<file path="src/rtl/sdisp_pkg.sv">
package sdisp_pkg;

    localparam int NIB_W = 4;
    localparam int SEG_W = 7;

    typedef enum logic [1:0] {
        RDP_OFF    = 2'd0,
        RDP_STEADY = 2'd1,
        RDP_BLINK  = 2'd2
    } rdp_state_e;

    typedef enum logic {
        DIG_ZERO  = 1'b0,
        DIG_INDEX = 1'b1
    } dig_state_e;

    // bit 0 = segment a ... bit 6 = segment g
    function automatic logic [SEG_W-1:0] hex_to_seg(input logic [NIB_W-1:0] nib);
        logic [SEG_W-1:0] s;
        unique case (nib)
            4'h0: s = 7'h3F;
            4'h1: s = 7'h06;
            4'h2: s = 7'h5B;
            4'h3: s = 7'h4F;
            4'h4: s = 7'h66;
            4'h5: s = 7'h6D;
            4'h6: s = 7'h7D;
            4'h7: s = 7'h07;
            4'h8: s = 7'h7F;
            4'h9: s = 7'h6F;
            4'hA: s = 7'h77;
            4'hB: s = 7'h7C;
            4'hC: s = 7'h39;
            4'hD: s = 7'h5E;
            4'hE: s = 7'h79;
            4'hF: s = 7'h71;
        endcase
        return s;
    endfunction

endpackage

</file>
<file path="src/rtl/sdisp_blink_gen.sv">
module sdisp_blink_gen #(
    parameter int BLINK_HALF = 12_500_000
) (
    input  logic clk,
    input  logic rst_n,
    input  logic restart,
    output logic phase_on
);
    localparam int CW = (BLINK_HALF > 1) ? $clog2(BLINK_HALF) : 1;
    localparam logic [CW-1:0] LAST = CW'(BLINK_HALF - 1);

    logic [CW-1:0] cnt_q;
    logic          phase_q;

    always_ff @(posedge clk or negedge rst_n) begin
        if (!rst_n) begin
            cnt_q   <= '0;
            phase_q <= 1'b1;
        end else if (restart) begin
            cnt_q   <= '0;
            phase_q <= 1'b1;
        end else if (cnt_q == LAST) begin
            cnt_q   <= '0;
            phase_q <= ~phase_q;
        end else begin
            cnt_q   <= cnt_q + 1'b1;
        end
    end

    assign phase_on = phase_q;

endmodule

</file>
<file path="src/rtl/sdisp_rdp_fsm.sv">
module sdisp_rdp_fsm
    import sdisp_pkg::*;
(
    input  logic clk,
    input  logic rst_n,
    input  logic loaded,
    input  logic playing,
    input  logic phase_on,
    output logic restart,
    output logic dp
);
    rdp_state_e state_q, state_d;

    always_comb begin
        if (playing)     state_d = RDP_BLINK;
        else if (loaded) state_d = RDP_STEADY;
        else             state_d = RDP_OFF;
    end

    assign restart = (state_d == RDP_BLINK) && (state_q != RDP_BLINK);

    always_ff @(posedge clk or negedge rst_n) begin
        if (!rst_n) state_q <= RDP_OFF;
        else        state_q <= state_d;
    end

    always_comb begin
        dp = 1'b0;
        unique case (state_q)
            RDP_OFF:    dp = 1'b0;
            RDP_STEADY: dp = 1'b1;
            RDP_BLINK:  dp = phase_on;
            default:    dp = 1'b0;
        endcase
    end

endmodule

</file>
<file path="src/rtl/sdisp_digit_fsm.sv">
module sdisp_digit_fsm
    import sdisp_pkg::*;
(
    input  logic             clk,
    input  logic             rst_n,
    input  logic             link,
    input  logic [NIB_W-1:0] idx,
    output logic [SEG_W-1:0] seg
);
    dig_state_e       state_q;
    logic [NIB_W-1:0] idx_q;

    always_ff @(posedge clk or negedge rst_n) begin
        if (!rst_n) begin
            state_q <= DIG_ZERO;
            idx_q   <= '0;
        end else begin
            unique case (state_q)
                DIG_ZERO:  if (link)  state_q <= DIG_INDEX;
                DIG_INDEX: if (!link) state_q <= DIG_ZERO;
                default:              state_q <= DIG_ZERO;
            endcase
            idx_q <= idx;
        end
    end

    always_comb begin
        seg = hex_to_seg('0);
        unique case (state_q)
            DIG_ZERO:  seg = hex_to_seg('0);
            DIG_INDEX: seg = hex_to_seg(idx_q);
            default:   seg = hex_to_seg('0);
        endcase
    end

endmodule

</file>
<file path="src/rtl/sdisp_status_ctrl.sv">
module sdisp_status_ctrl
    import sdisp_pkg::*;
#(
    parameter int BLINK_HALF = 12_500_000
) (
    input  logic             clk,
    input  logic             rst_n,
    input  logic             host_link,
    input  logic [NIB_W-1:0] unit_idx,
    input  logic             cfg_done,
    input  logic             vec_loaded,
    input  logic             vec_playing,
    output logic [SEG_W-1:0] seg,
    output logic             dp_left,
    output logic             dp_right
);
    logic restart;
    logic phase_on;
    logic cfg_q;

    sdisp_digit_fsm u_digit (
        .clk   (clk),
        .rst_n (rst_n),
        .link  (host_link),
        .idx   (unit_idx),
        .seg   (seg)
    );

    sdisp_blink_gen #(.BLINK_HALF(BLINK_HALF)) u_blink (
        .clk      (clk),
        .rst_n    (rst_n),
        .restart  (restart),
        .phase_on (phase_on)
    );

    sdisp_rdp_fsm u_rdp (
        .clk      (clk),
        .rst_n    (rst_n),
        .loaded   (vec_loaded),
        .playing  (vec_playing),
        .phase_on (phase_on),
        .restart  (restart),
        .dp       (dp_right)
    );

    always_ff @(posedge clk or negedge rst_n) begin
        if (!rst_n) cfg_q <= 1'b0;
        else        cfg_q <= cfg_done;
    end

    assign dp_left = cfg_q;

endmodule

</file>
<file path="config.mk">
export PLATFORM = sky130hd
export DESIGN_NAME = sdisp_status_ctrl
export DESIGN_NICKNAME = d
export VERILOG_FILES = /design/src/rtl/sdisp_pkg.sv /design/src/rtl/sdisp_blink_gen.sv /design/src/rtl/sdisp_rdp_fsm.sv /design/src/rtl/sdisp_digit_fsm.sv /design/src/rtl/sdisp_status_ctrl.sv
export SDC_FILE = /design/constraint.sdc
export NUM_CORES = 1
export LEC_CHECK = 0
export BUFFER_PORTS_ARGS = -buffer_cell sky130_fd_sc_hd__buf_2
export CORE_ASPECT_RATIO = 1.75
export CORE_MARGIN = 2
export CORE_UTILIZATION = 35
export DETAILED_ROUTE_END_ITERATION = 6
export PLACE_DENSITY = 0.54
export SLEW_MARGIN = 40
export SYNTH_ARGS = -nofsm -noshare
export SYNTH_HDL_FRONTEND = slang
export SYNTH_SLANG_ARGS = --single-unit
</file>
<file path="constraint.sdc">
create_clock -name clk -period 3.39 [get_ports clk]
set_input_delay 0.5085 -clock clk [delete_from_list [all_inputs] [get_ports clk]]
set_output_delay 0.5085 -clock clk [all_outputs]
set_load 0.02 [all_outputs]
</file>
* Yosys cells after proc, flatten, opt, wreduce, memory -nomap -nowiden
Memories as Yosys holds them, arrays and structs flattened.
Index checks and enable logic that the tools add are counted.
** Word-level totals
- Register bits after elaboration :: 33
- ROM bits :: 112
- Bits of input ports :: 10
- Output and inout port bits :: 9
- Logic and storage cells :: 26
- Memories :: 1
** Memory list
- (no name shown) :: depth 16, width 7, rd ports 1, clocked after Yosys merged registers in 0, wr ports 0, line sdisp_pkg.sv:20 : unique case (nib)
** Operators by class
- Add/sub/neg operators :: 1
- Equality and inequality tests :: 5
- Multiplexer cells :: 9
- Bitwise logic cells :: 2
- Reductions and logical operators :: 2
** Operators with widths (count)
- 2-to-1 mux 24 bit :: 2
- adder 24 x 1 -> 24 bit, second input constant :: 1
- equality test 24 bit, second input constant :: 1
- case mux 7 bit (2 select lines) :: 1
- equality test 2 bit, second input constant :: 2
- 2-to-1 mux 1 bit :: 4
- equality test 2 x 1 -> 1 bit, second input constant :: 1
- 2-to-1 mux 2 bit :: 1
- != test 2 bit, second input constant :: 1
- NOT 1 bit :: 2
- case mux 1 bit (2 select lines) :: 1
- nonzero test 2 bit :: 1
- logical AND 1 bit :: 1

* Depth between registers and ports, before layout
Gate-level depths: netlist of run 1.
- Depth after elaboration :: 5
- Depth in mapped cells :: 6
- Depth with buffers taken out :: 6

* Hierarchy
From an unflattened synthesis of run 1, not the netlist that was laid out.
** Second synthesis, totals
- Cell total of the unflattened synthesis :: 189
- Area, all modules :: 1821.7 um^2
** By module, submodules not included
- sdisp_blink_gen :: instances 1, cells an instance 133, area each 1271.2 um^2, sequential area each 626.9 um^2
- sdisp_digit_fsm :: instances 1, cells an instance 45, area each 419.2 um^2, sequential area each 125.1 um^2
- sdisp_rdp_fsm :: instances 1, cells an instance 10, area each 106.4 um^2, sequential area each 50.0 um^2
- sdisp_status_ctrl :: instances 1, cells an instance 1, area each 25.0 um^2, sequential area each 25.0 um^2

* Least setup slack after synthesis of run 1
No wires, ideal clock.
- Kind :: register to output
- Start :: register u_digit.idx_q[3]
- End :: output seg[6]
- Data arrival time :: 1367 ps
- Data required time :: 2882 ps
- Path slack :: 1514 ps
- Cell stages (with the launch flop) :: 4
- Path buffers :: 1
- Cell sequence :: dfrtp_1 > clkbuf_1 > mux2_2 > a21oi_1
** On the way
- Word-level cells in the longest chain between the ends :: 2
** RTL lines
- from (decl) :: line sdisp_digit_fsm.sv:11 : logic [NIB_W-1:0] idx_q;
- from (signal assigned) :: line sdisp_digit_fsm.sv:23 : idx_q <= idx;
- memory read (16 x 7 bit)
- case mux 7 bit (2 select lines) :: line sdisp_digit_fsm.sv:29 : unique case (state_q)
- to (decl) :: line sdisp_status_ctrl.sv:13 : output logic [SEG_W-1:0] seg,
Every way passes these cells.

* Worst setup path in the final report of run 1
- Start :: register u_digit.idx_q[0]
- End :: output seg[1]
The elaborated chain is that of the path after synthesis.

==> results of run 1 <==
-- state kept, by name (all words and copies together) (netlist names) --
name	cells
u_blink.cnt_q	24
u_blink.phase_on	1
dp_left	1
u_digit.state_q	1
u_rdp.state_q	2
u_digit.idx_q	4
-- worst max-delay path by stage --
stage | start | to | slack (ns) | depth (start not counted)
floorplan | u_digit.idx_q[3] | seg[6] | 1.51 | 3
global placement | u_blink.cnt_q[0] | u_blink.cnt_q[5] | 1.31 | 5
detailed placement | u_digit.idx_q[1] | seg[1] | 1.41 | 7
CTS | u_digit.idx_q[1] | seg[1] | 1.09 | 7
global route | u_digit.idx_q[1] | seg[1] | 0.91 | 7
finish | u_digit.idx_q[0] | seg[1] | 1.13 | 7
-- stage by stage --
stage	area [µm²]	hold WS [ns]
finish	2060	0.156
global route	2060	0.192
CTS	2060	0.315
detailed placement	1950	0.473
global placement	1950	0.459
floorplan	1830	0.213
-- where the power goes --
part	internal [mW]	switching, mW
logic	0.0350	0.0484
registers	0.412	0.0251
clock network	0.183	0.145
total	0.631	0.219
-- kinds of logic after synthesis --
logic type               after synthesis  share of synthesized area (%)
buffers and inverters                 13                           3.76
flip-flops                            33                           45.2
XOR/XNOR                              11                           5.26
adder cells (fa/ha/maj)               10                           6.83
AND/OR/NAND/NOR                       82                           26.6
multiplexers                           2                           1.23
AO/OA/AOI/OAI                         36                           11.1
-- synthesized netlist by cell type (3+ instances only) --
cell,n
a21oi_1,14
and4_4,3
dfrtp_1,32
ha_1,10
inv_1,7
nand2_1,13
nand3_1,10
nand4_1,9
nor2_1,16
nor2b_1,4
o211ai_1,3
o21ai_0,14
or3_1,10
xnor2_1,4
xor2_1,7
-- routing by layer --
layer,global-route usage [%],share of wire (%),up-vias
met5,0,0,-
met1,13.9,39,690
li1,-,-,710
met2,25.8,55,20
met4,9.27,2.6,0
met3,3.51,2.9,8
-- critical path, delay by kind of cell, from the launching register on --
| family | cells | cell delay, ns |
|---|---|---|
| and+or+nand+nor | 2 | 0.21 |
| adders and majority gates | 1 | 0.32 |
| AOI/OAI and AO/OA | 2 | 0.26 |
| DFF | 1 | 0.42 |
| buffers and inverters | 2 | 0.27 |
-- cell type report --
| type | count | area (µm²) | area share, % |
|---|---|---|---|
| Clock buffer | 7 | 96.3 | 4.68 |
| Multi-Input combinational cell | 141 | 943 | 45.8 |
| Tap cell | 54 | 67.6 | 3.28 |
| Clock inverter | 1 | 5.00 | 0.243 |
| Timing Repair Buffer | 18 | 92.6 | 4.50 |
| Sequential cell | 33 | 827 | 40.2 |
| Inverter | 7 | 26.3 | 1.28 |
==> metrics.txt, run 1 <==
# TYPE chip_impl_metric gauge
chip_impl_metric{name="final-setup-viol-count",unit=""} 0
chip_impl_metric{name="netlist.area_leader.share",unit="%"} 43.7
chip_impl_info{name="cpMaxStageDelayCell",value="dfrtp_1"} 1
chip_impl_metric{name="htree_levels",unit=""} 2
chip_impl_metric{name="final_net_count",unit=""} 226
chip_impl_metric{name="final_critical_path_setup_slack",unit="ns"} 1.13
chip_impl_metric{name="fp-row-count",unit=""} 34
chip_impl_metric{name="synth_edf_count",unit=""} 0
chip_impl_info{name="clock_tree_from_tritoncts",value="done"} 1
chip_impl_info{name="layout_common_cells",value="32 x dfrtp_1, 17 x buf_2, 16 x nor2_1"} 1
chip_impl_info{name="r2r_end",value="u_blink.cnt_q[9]"} 1
chip_impl_metric{name="worst_ep_arrival_time",unit="ns"} 1.75
chip_impl_metric{name="yosysUniqueCellTypes",unit=""} 38
chip_impl_metric{name="asyncSetResetFlopFracSynth",unit="%"} 100
chip_impl_info{name="run_status",value="finished, violations left"} 1
chip_impl_info{name="hp-class",value="primary input to async pin"} 1
chip_impl_metric{name="initialDrtViolationCount",unit=""} 42
chip_impl_metric{name="detailedPlace.worstSlack",unit="ns"} 1.41
chip_impl_info{name="dominantRegCellSynth",value="dfrtp_1"} 1
chip_impl_metric{name="clk_pin_slew_worst_paths",unit="ns"} 0.07
chip_impl_metric{name="antenna-diode-count",unit=""} 0
chip_impl_metric{name="synth_seq_area_share",unit="%"} 45.2
chip_impl_metric{name="critPathRequiredTime",unit="ns"} 2.88
chip_impl_metric{name="postRouteWirelength",unit="µm"} 3650
chip_impl_metric{name="critPathMaxFanout",unit=""} 4
chip_impl_metric{name="synthCells",unit=""} 187
chip_impl_metric{name="final.fill_count",unit=""} 510
chip_impl_metric{name="max_cap_viol_count",unit=""} 0
chip_impl_metric{name="cts_max_path_buffers",unit=""} 2
chip_impl_metric{name="min_period",unit="ns"} 2.26
chip_impl_metric{name="layout-area-overhead-vs-synth",unit="%"} 12.4
chip_impl_metric{name="start_util",unit="%"} 36.5
chip_impl_info{name="largest_area_contributor_in_the_netlist",value="dfrtp_1"} 1
chip_impl_info{name="setup_repair_after_global_routing_missed_its_margin",value="no"} 1
chip_impl_info{name="critical_path.startpoint_type",value="flip-flop"} 1
chip_impl_metric{name="worst_pin_slew",unit="ns"} 0.630
chip_impl_metric{name="chip_height",unit="µm"} 99.7
chip_impl_metric{name="post_layout_power",unit="µW"} 849
chip_impl_metric{name="place_congestion",unit=""} 0.773
chip_impl_metric{name="io_pins",unit=""} 19
chip_impl_info{name="layout_commonest_cell",value="dfrtp_1"} 1
chip_impl_metric{name="drt_pass1_iterations",unit=""} 6
chip_impl_metric{name="period_share",unit="%"} 66.7
chip_impl_metric{name="slew-limit-headroom",unit="%"} 57.9
chip_impl_metric{name="vias_per_cell",unit=""} 5.47
chip_impl_metric{name="grt_pass1_wl",unit="µm"} 6400
chip_impl_metric{name="post_cts_resized",unit=""} 0
chip_impl_metric{name="die_w",unit="µm"} 58.7
chip_impl_metric{name="final_core_util",unit="%"} 41.0
chip_impl_metric{name="final_global_route_overflow_total",unit=""} 0
chip_impl_metric{name="ys_seq_elements",unit=""} 33
chip_impl_metric{name="hpwlAfterDp",unit="µm"} 2650
chip_impl_metric{name="grt_max_degree",unit=""} 34
chip_impl_metric{name="portBuffers",unit=""} 18
chip_impl_info{name="critPathCaptureType",value="primary output"} 1
chip_impl_metric{name="worst_r2r_path_depth",unit=""} 5
chip_impl_metric{name="syn_nets",unit=""} 207
chip_impl_metric{name="core",unit="µm²"} 5020
chip_impl_metric{name="insertion_delay",unit="ns"} 0.29
chip_impl_metric{name="setup-tns-final",unit="ns"} 0
chip_impl_metric{name="power.static_leakage",unit="nW"} 0.893
chip_impl_info{name="crit_chain",value="inv_1 > ha_1 > nor2b_1 > o21ai_0 > o21ai_0 > nand2_1 > buf_2"} 1
chip_impl_metric{name="postCtsSetupBuffers",unit=""} 0
chip_impl_metric{name="detail_route.drc_violations",unit=""} 3
chip_impl_metric{name="slew_violations",unit=""} 0
chip_impl_metric{name="powerDensity",unit="nW/µm²"} 413
chip_impl_metric{name="place.detailed.instances",unit=""} 253
chip_impl_info{name="violations_in_the_final_reports",value="DRC"} 1
chip_impl_metric{name="via_count_of_the_first_global_routing_pass",unit=""} 1514
chip_impl_metric{name="ir_worst_vdd",unit="mV"} 0.200
chip_impl_metric{name="post_synth.cell_area_avg",unit="µm²"} 9.80
chip_impl_metric{name="synth.cell_area",unit="µm²"} 1830
chip_impl_metric{name="detail-route-antenna-nets",unit=""} 0
chip_impl_metric{name="finish.cell_count_without_fillers",unit=""} 261
chip_impl_metric{name="achievable_clock_frequency",unit="GHz"} 0.443
chip_impl_metric{name="worst_path_largest_cell_delay",unit="ns"} 0.42
chip_impl_metric{name="timing.reg2reg.setup_slack",unit="ns"} 1.51
chip_impl_metric{name="share_of_post_route_cells_with_drive_strength_above_1",unit="%"} 18.4
chip_impl_metric{name="drt-wirelength-per-cell",unit="µm"} 14.0
chip_impl_metric{name="fp.dieArea",unit="µm²"} 5850
chip_impl_info{name="path_class",value="flip-flop to primary output"} 1
chip_impl_info{name="clockRootBuffer",value="clkbuf_8"} 1
chip_impl_metric{name="via_count",unit=""} 1428
chip_impl_metric{name="cts.sinks",unit=""} 33
chip_impl_metric{name="synth-warning-count",unit=""} 0
chip_impl_info{name="synthTopCellsByArea",value="dfrtp_1 44%, ha_1 6.8%, a21oi_1 3.8%"} 1
chip_impl_info{name="worst_r2r_startpoint",value="u_blink.cnt_q[0]"} 1
chip_impl_metric{name="grt_antenna_before_repair",unit=""} 0
chip_impl_metric{name="cts_hold_repair.buffers",unit=""} 0
chip_impl_info{name="critPathMostFrequentCell",value="o21ai_0"} 1
chip_impl_metric{name="final-hold-violation-count",unit=""} 0
chip_impl_metric{name="gr-usage-all-layers",unit="%"} 14.3
chip_impl_metric{name="tritoncts.num_buffers",unit=""} 5
chip_impl_metric{name="finalClockSkew",unit="ns"} 0.00539
Note: power is estimated with default switching activity, not from simulation.
==> inputs of run 2 (changes only) <==
clock period = 2.1 ns   (was 3.39 ns; I/O delays follow)
==> metrics.txt, run 2 (synthesis results as in run 1) <==
# TYPE chip_impl_metric gauge
chip_impl_metric{name="worst_path_largest_cell_delay",unit="ns"} 0.39
chip_impl_metric{name="core",unit="µm²"} 5020
chip_impl_metric{name="portBuffers",unit=""} 18
chip_impl_metric{name="start_util",unit="%"} 36.5
chip_impl_info{name="cpMaxStageDelayCell",value="dfrtp_1"} 1
chip_impl_metric{name="insertion_delay",unit="ns"} 0.28
chip_impl_metric{name="powerDensity",unit="nW/µm²"} 645
chip_impl_metric{name="place_congestion",unit=""} 0.709
chip_impl_info{name="most_flops_register",value="u_blink.cnt_q"} 1
chip_impl_metric{name="final_net_count",unit=""} 230
chip_impl_info{name="hp-class",value="primary input to flip-flop"} 1
chip_impl_metric{name="layout-area-overhead-vs-synth",unit="%"} 13.3
chip_impl_metric{name="post_layout_power",unit="mW"} 1.34
chip_impl_metric{name="worst_pin_slew",unit="ns"} 0.445
chip_impl_info{name="crit_chain",value="buf_4 > ha_1 > mux2_2 > o211ai_1 > buf_2"} 1
chip_impl_metric{name="drt_pass1_iterations",unit=""} 6
chip_impl_metric{name="detail-route-antenna-nets",unit=""} 0
chip_impl_metric{name="postRouteWirelength",unit="µm"} 3760
chip_impl_metric{name="min_period",unit="ns"} 2.01
chip_impl_metric{name="finalClockSkew",unit="ns"} 0.00845
chip_impl_metric{name="critPathMaxFanout",unit=""} 4
chip_impl_metric{name="vias_per_cell",unit=""} 5.38
chip_impl_metric{name="gr-usage-all-layers",unit="%"} 14.6
chip_impl_metric{name="period_share",unit="%"} 95.9
chip_impl_metric{name="crit_buf_inv",unit=""} 2
chip_impl_metric{name="final-setup-viol-count",unit=""} 0
chip_impl_metric{name="grt_pass1_wl",unit="µm"} 6570
chip_impl_info{name="run_status",value="finished, violations left"} 1
chip_impl_metric{name="grt_max_degree",unit=""} 34
chip_impl_info{name="critPathCaptureType",value="primary output"} 1
chip_impl_metric{name="clk_pin_slew_worst_paths",unit="ns"} 0.06
chip_impl_info{name="clockRootBuffer",value="clkbuf_8"} 1
chip_impl_metric{name="via_count_of_the_first_global_routing_pass",unit=""} 1391
chip_impl_metric{name="via_count",unit=""} 1425
chip_impl_metric{name="detail_route.drc_violations",unit=""} 3
chip_impl_metric{name="timing.reg2reg.setup_slack",unit="ns"} 0.44
chip_impl_info{name="registers_with_the_highest_flip_flop_counts",value="u_blink.cnt_q: 24 flops, u_digit.idx_q: 4 flops, u_rdp.state_q: 2 flops"} 1
chip_impl_metric{name="io_pins",unit=""} 19
chip_impl_metric{name="slew_violations",unit=""} 0
chip_impl_metric{name="hpwlAfterDp",unit="µm"} 2730
chip_impl_info{name="clock_tree_from_tritoncts",value="done"} 1
chip_impl_metric{name="final_global_route_overflow_total",unit=""} 0
chip_impl_metric{name="chip_height",unit="µm"} 99.7
chip_impl_metric{name="worst_ep_arrival_time",unit="ns"} 1.70
chip_impl_info{name="setup_repair_after_global_routing_missed_its_margin",value="no"} 1
chip_impl_metric{name="drt-wirelength-per-cell",unit="µm"} 14.2
chip_impl_metric{name="cts.sinks",unit=""} 33
chip_impl_metric{name="max_cap_viol_count",unit=""} 0
chip_impl_metric{name="ir_worst_vdd",unit="mV"} 0.364
chip_impl_metric{name="antenna-diode-count",unit=""} 0
chip_impl_info{name="critical_path.startpoint_type",value="flip-flop"} 1
chip_impl_info{name="violations_in_the_final_reports",value="DRC"} 1
chip_impl_metric{name="initialDrtViolationCount",unit=""} 39
chip_impl_metric{name="final-hold-violation-count",unit=""} 0
chip_impl_metric{name="die_w",unit="µm"} 58.7
chip_impl_metric{name="fp-row-count",unit=""} 34
chip_impl_metric{name="achievable_clock_frequency",unit="GHz"} 0.497
chip_impl_info{name="path_class",value="flip-flop to primary output"} 1
chip_impl_metric{name="grt_antenna_before_repair",unit=""} 0
chip_impl_metric{name="critPathRequiredTime",unit="ns"} 1.78
chip_impl_info{name="layout_common_cells",value="32 x dfrtp_1, 16 x nor2_1, 16 x buf_2"} 1
chip_impl_metric{name="slew-limit-headroom",unit="%"} 70.3
chip_impl_info{name="layout_commonest_cell",value="dfrtp_1"} 1
chip_impl_metric{name="flip_flop_count_of_the_largest_register_all_copies_and_words_added",unit=""} 24
chip_impl_info{name="path_delay_family",value="flip-flops"} 1
chip_impl_metric{name="htree_levels",unit=""} 2
chip_impl_metric{name="power.static_leakage",unit="nW"} 0.903
chip_impl_metric{name="cts_max_path_buffers",unit=""} 2
chip_impl_metric{name="tritoncts.num_buffers",unit=""} 5
chip_impl_metric{name="fp.dieArea",unit="µm²"} 5850
chip_impl_metric{name="share_of_post_route_cells_with_drive_strength_above_1",unit="%"} 19.0
chip_impl_metric{name="setup-tns-final",unit="ns"} 0
[run 2: path summary, 6_finish.rpt]
check,cells past startpoint,start,to
hold reg to reg,1,u_blink.cnt_q[0],u_blink.cnt_q[0]
min in group asynchronous,2,rst_n,u_blink.cnt_q[13]
setup reg to reg,6,u_blink.cnt_q[0],u_blink.cnt_q[8]
max in group asynchronous,2,rst_n,u_blink.phase_on
setup / recovery,5,u_digit.idx_q[0],seg[3]
hold / removal,1,unit_idx[3],u_digit.idx_q[3]
[run 2: repair_timing]
item | in CTS | in global routing
resized for setup | 0 | 2
setup endpoints to repair | 0 | 1
endpoints found under the hold margin | 0 | 7
hold buffers | 0 | 1
buffers inserted | 0 | 1
[run 2: worst reg2reg max path: stages, from the launching register on]
cell	delay (ns)
dfrtp_1	0.38
ha_1	0.23
and4_4	0.30
nand3_1	0.13
o21ai_2	0.13
buf_4	0.28
nor2_1	0.09
[run 2: area by class of cell]
| type | instances | area [µm²] |
|---|---|---|
| clock buffer | 8 | 90.1 |
| fill | 507 | 2950 |
| inverter | 7 | 26.3 |
| multi-input combinational | 141 | 936 |
| sequential | 33 | 827 |
| tap | 54 | 67.6 |
| timing repair buffer | 22 | 128 |
[run 2: layer usage]
layer | share of wire [%] | GRT usage [%] | wire [µm]
met1 | 39 | 15.3 | 1480
met2 | 56 | 27.3 | 2120
met3 | 2.6 | 3.25 | 96
met4 | 1.6 | 5.24 | 60
met5 | 0 | 0 | 0
[run 2: metrics by stage]
stage	util (%)	instances	setup WS, ns	cell area [µm²]	hold WS [ns]
after floorplan	-	187	0.418	1830	0.0194
after global placement	39.1	255	0.397	1960	0.423
after detailed placement	39.1	255	0.377	1960	0.425
after CTS	40.9	263	0.0717	2050	0.123
after global routing	41.3	265	0.00625	2070	0.127
final	41.3	265	0.0862	2070	0.140
[run 2: power by group]
group | leakage (nW) | switching (mW) | internal [mW]
combinational | 0.422 | 0.0821 | 0.0612
clock | 0.0455 | 0.222 | 0.267
sequential | 0.436 | 0.0399 | 0.665
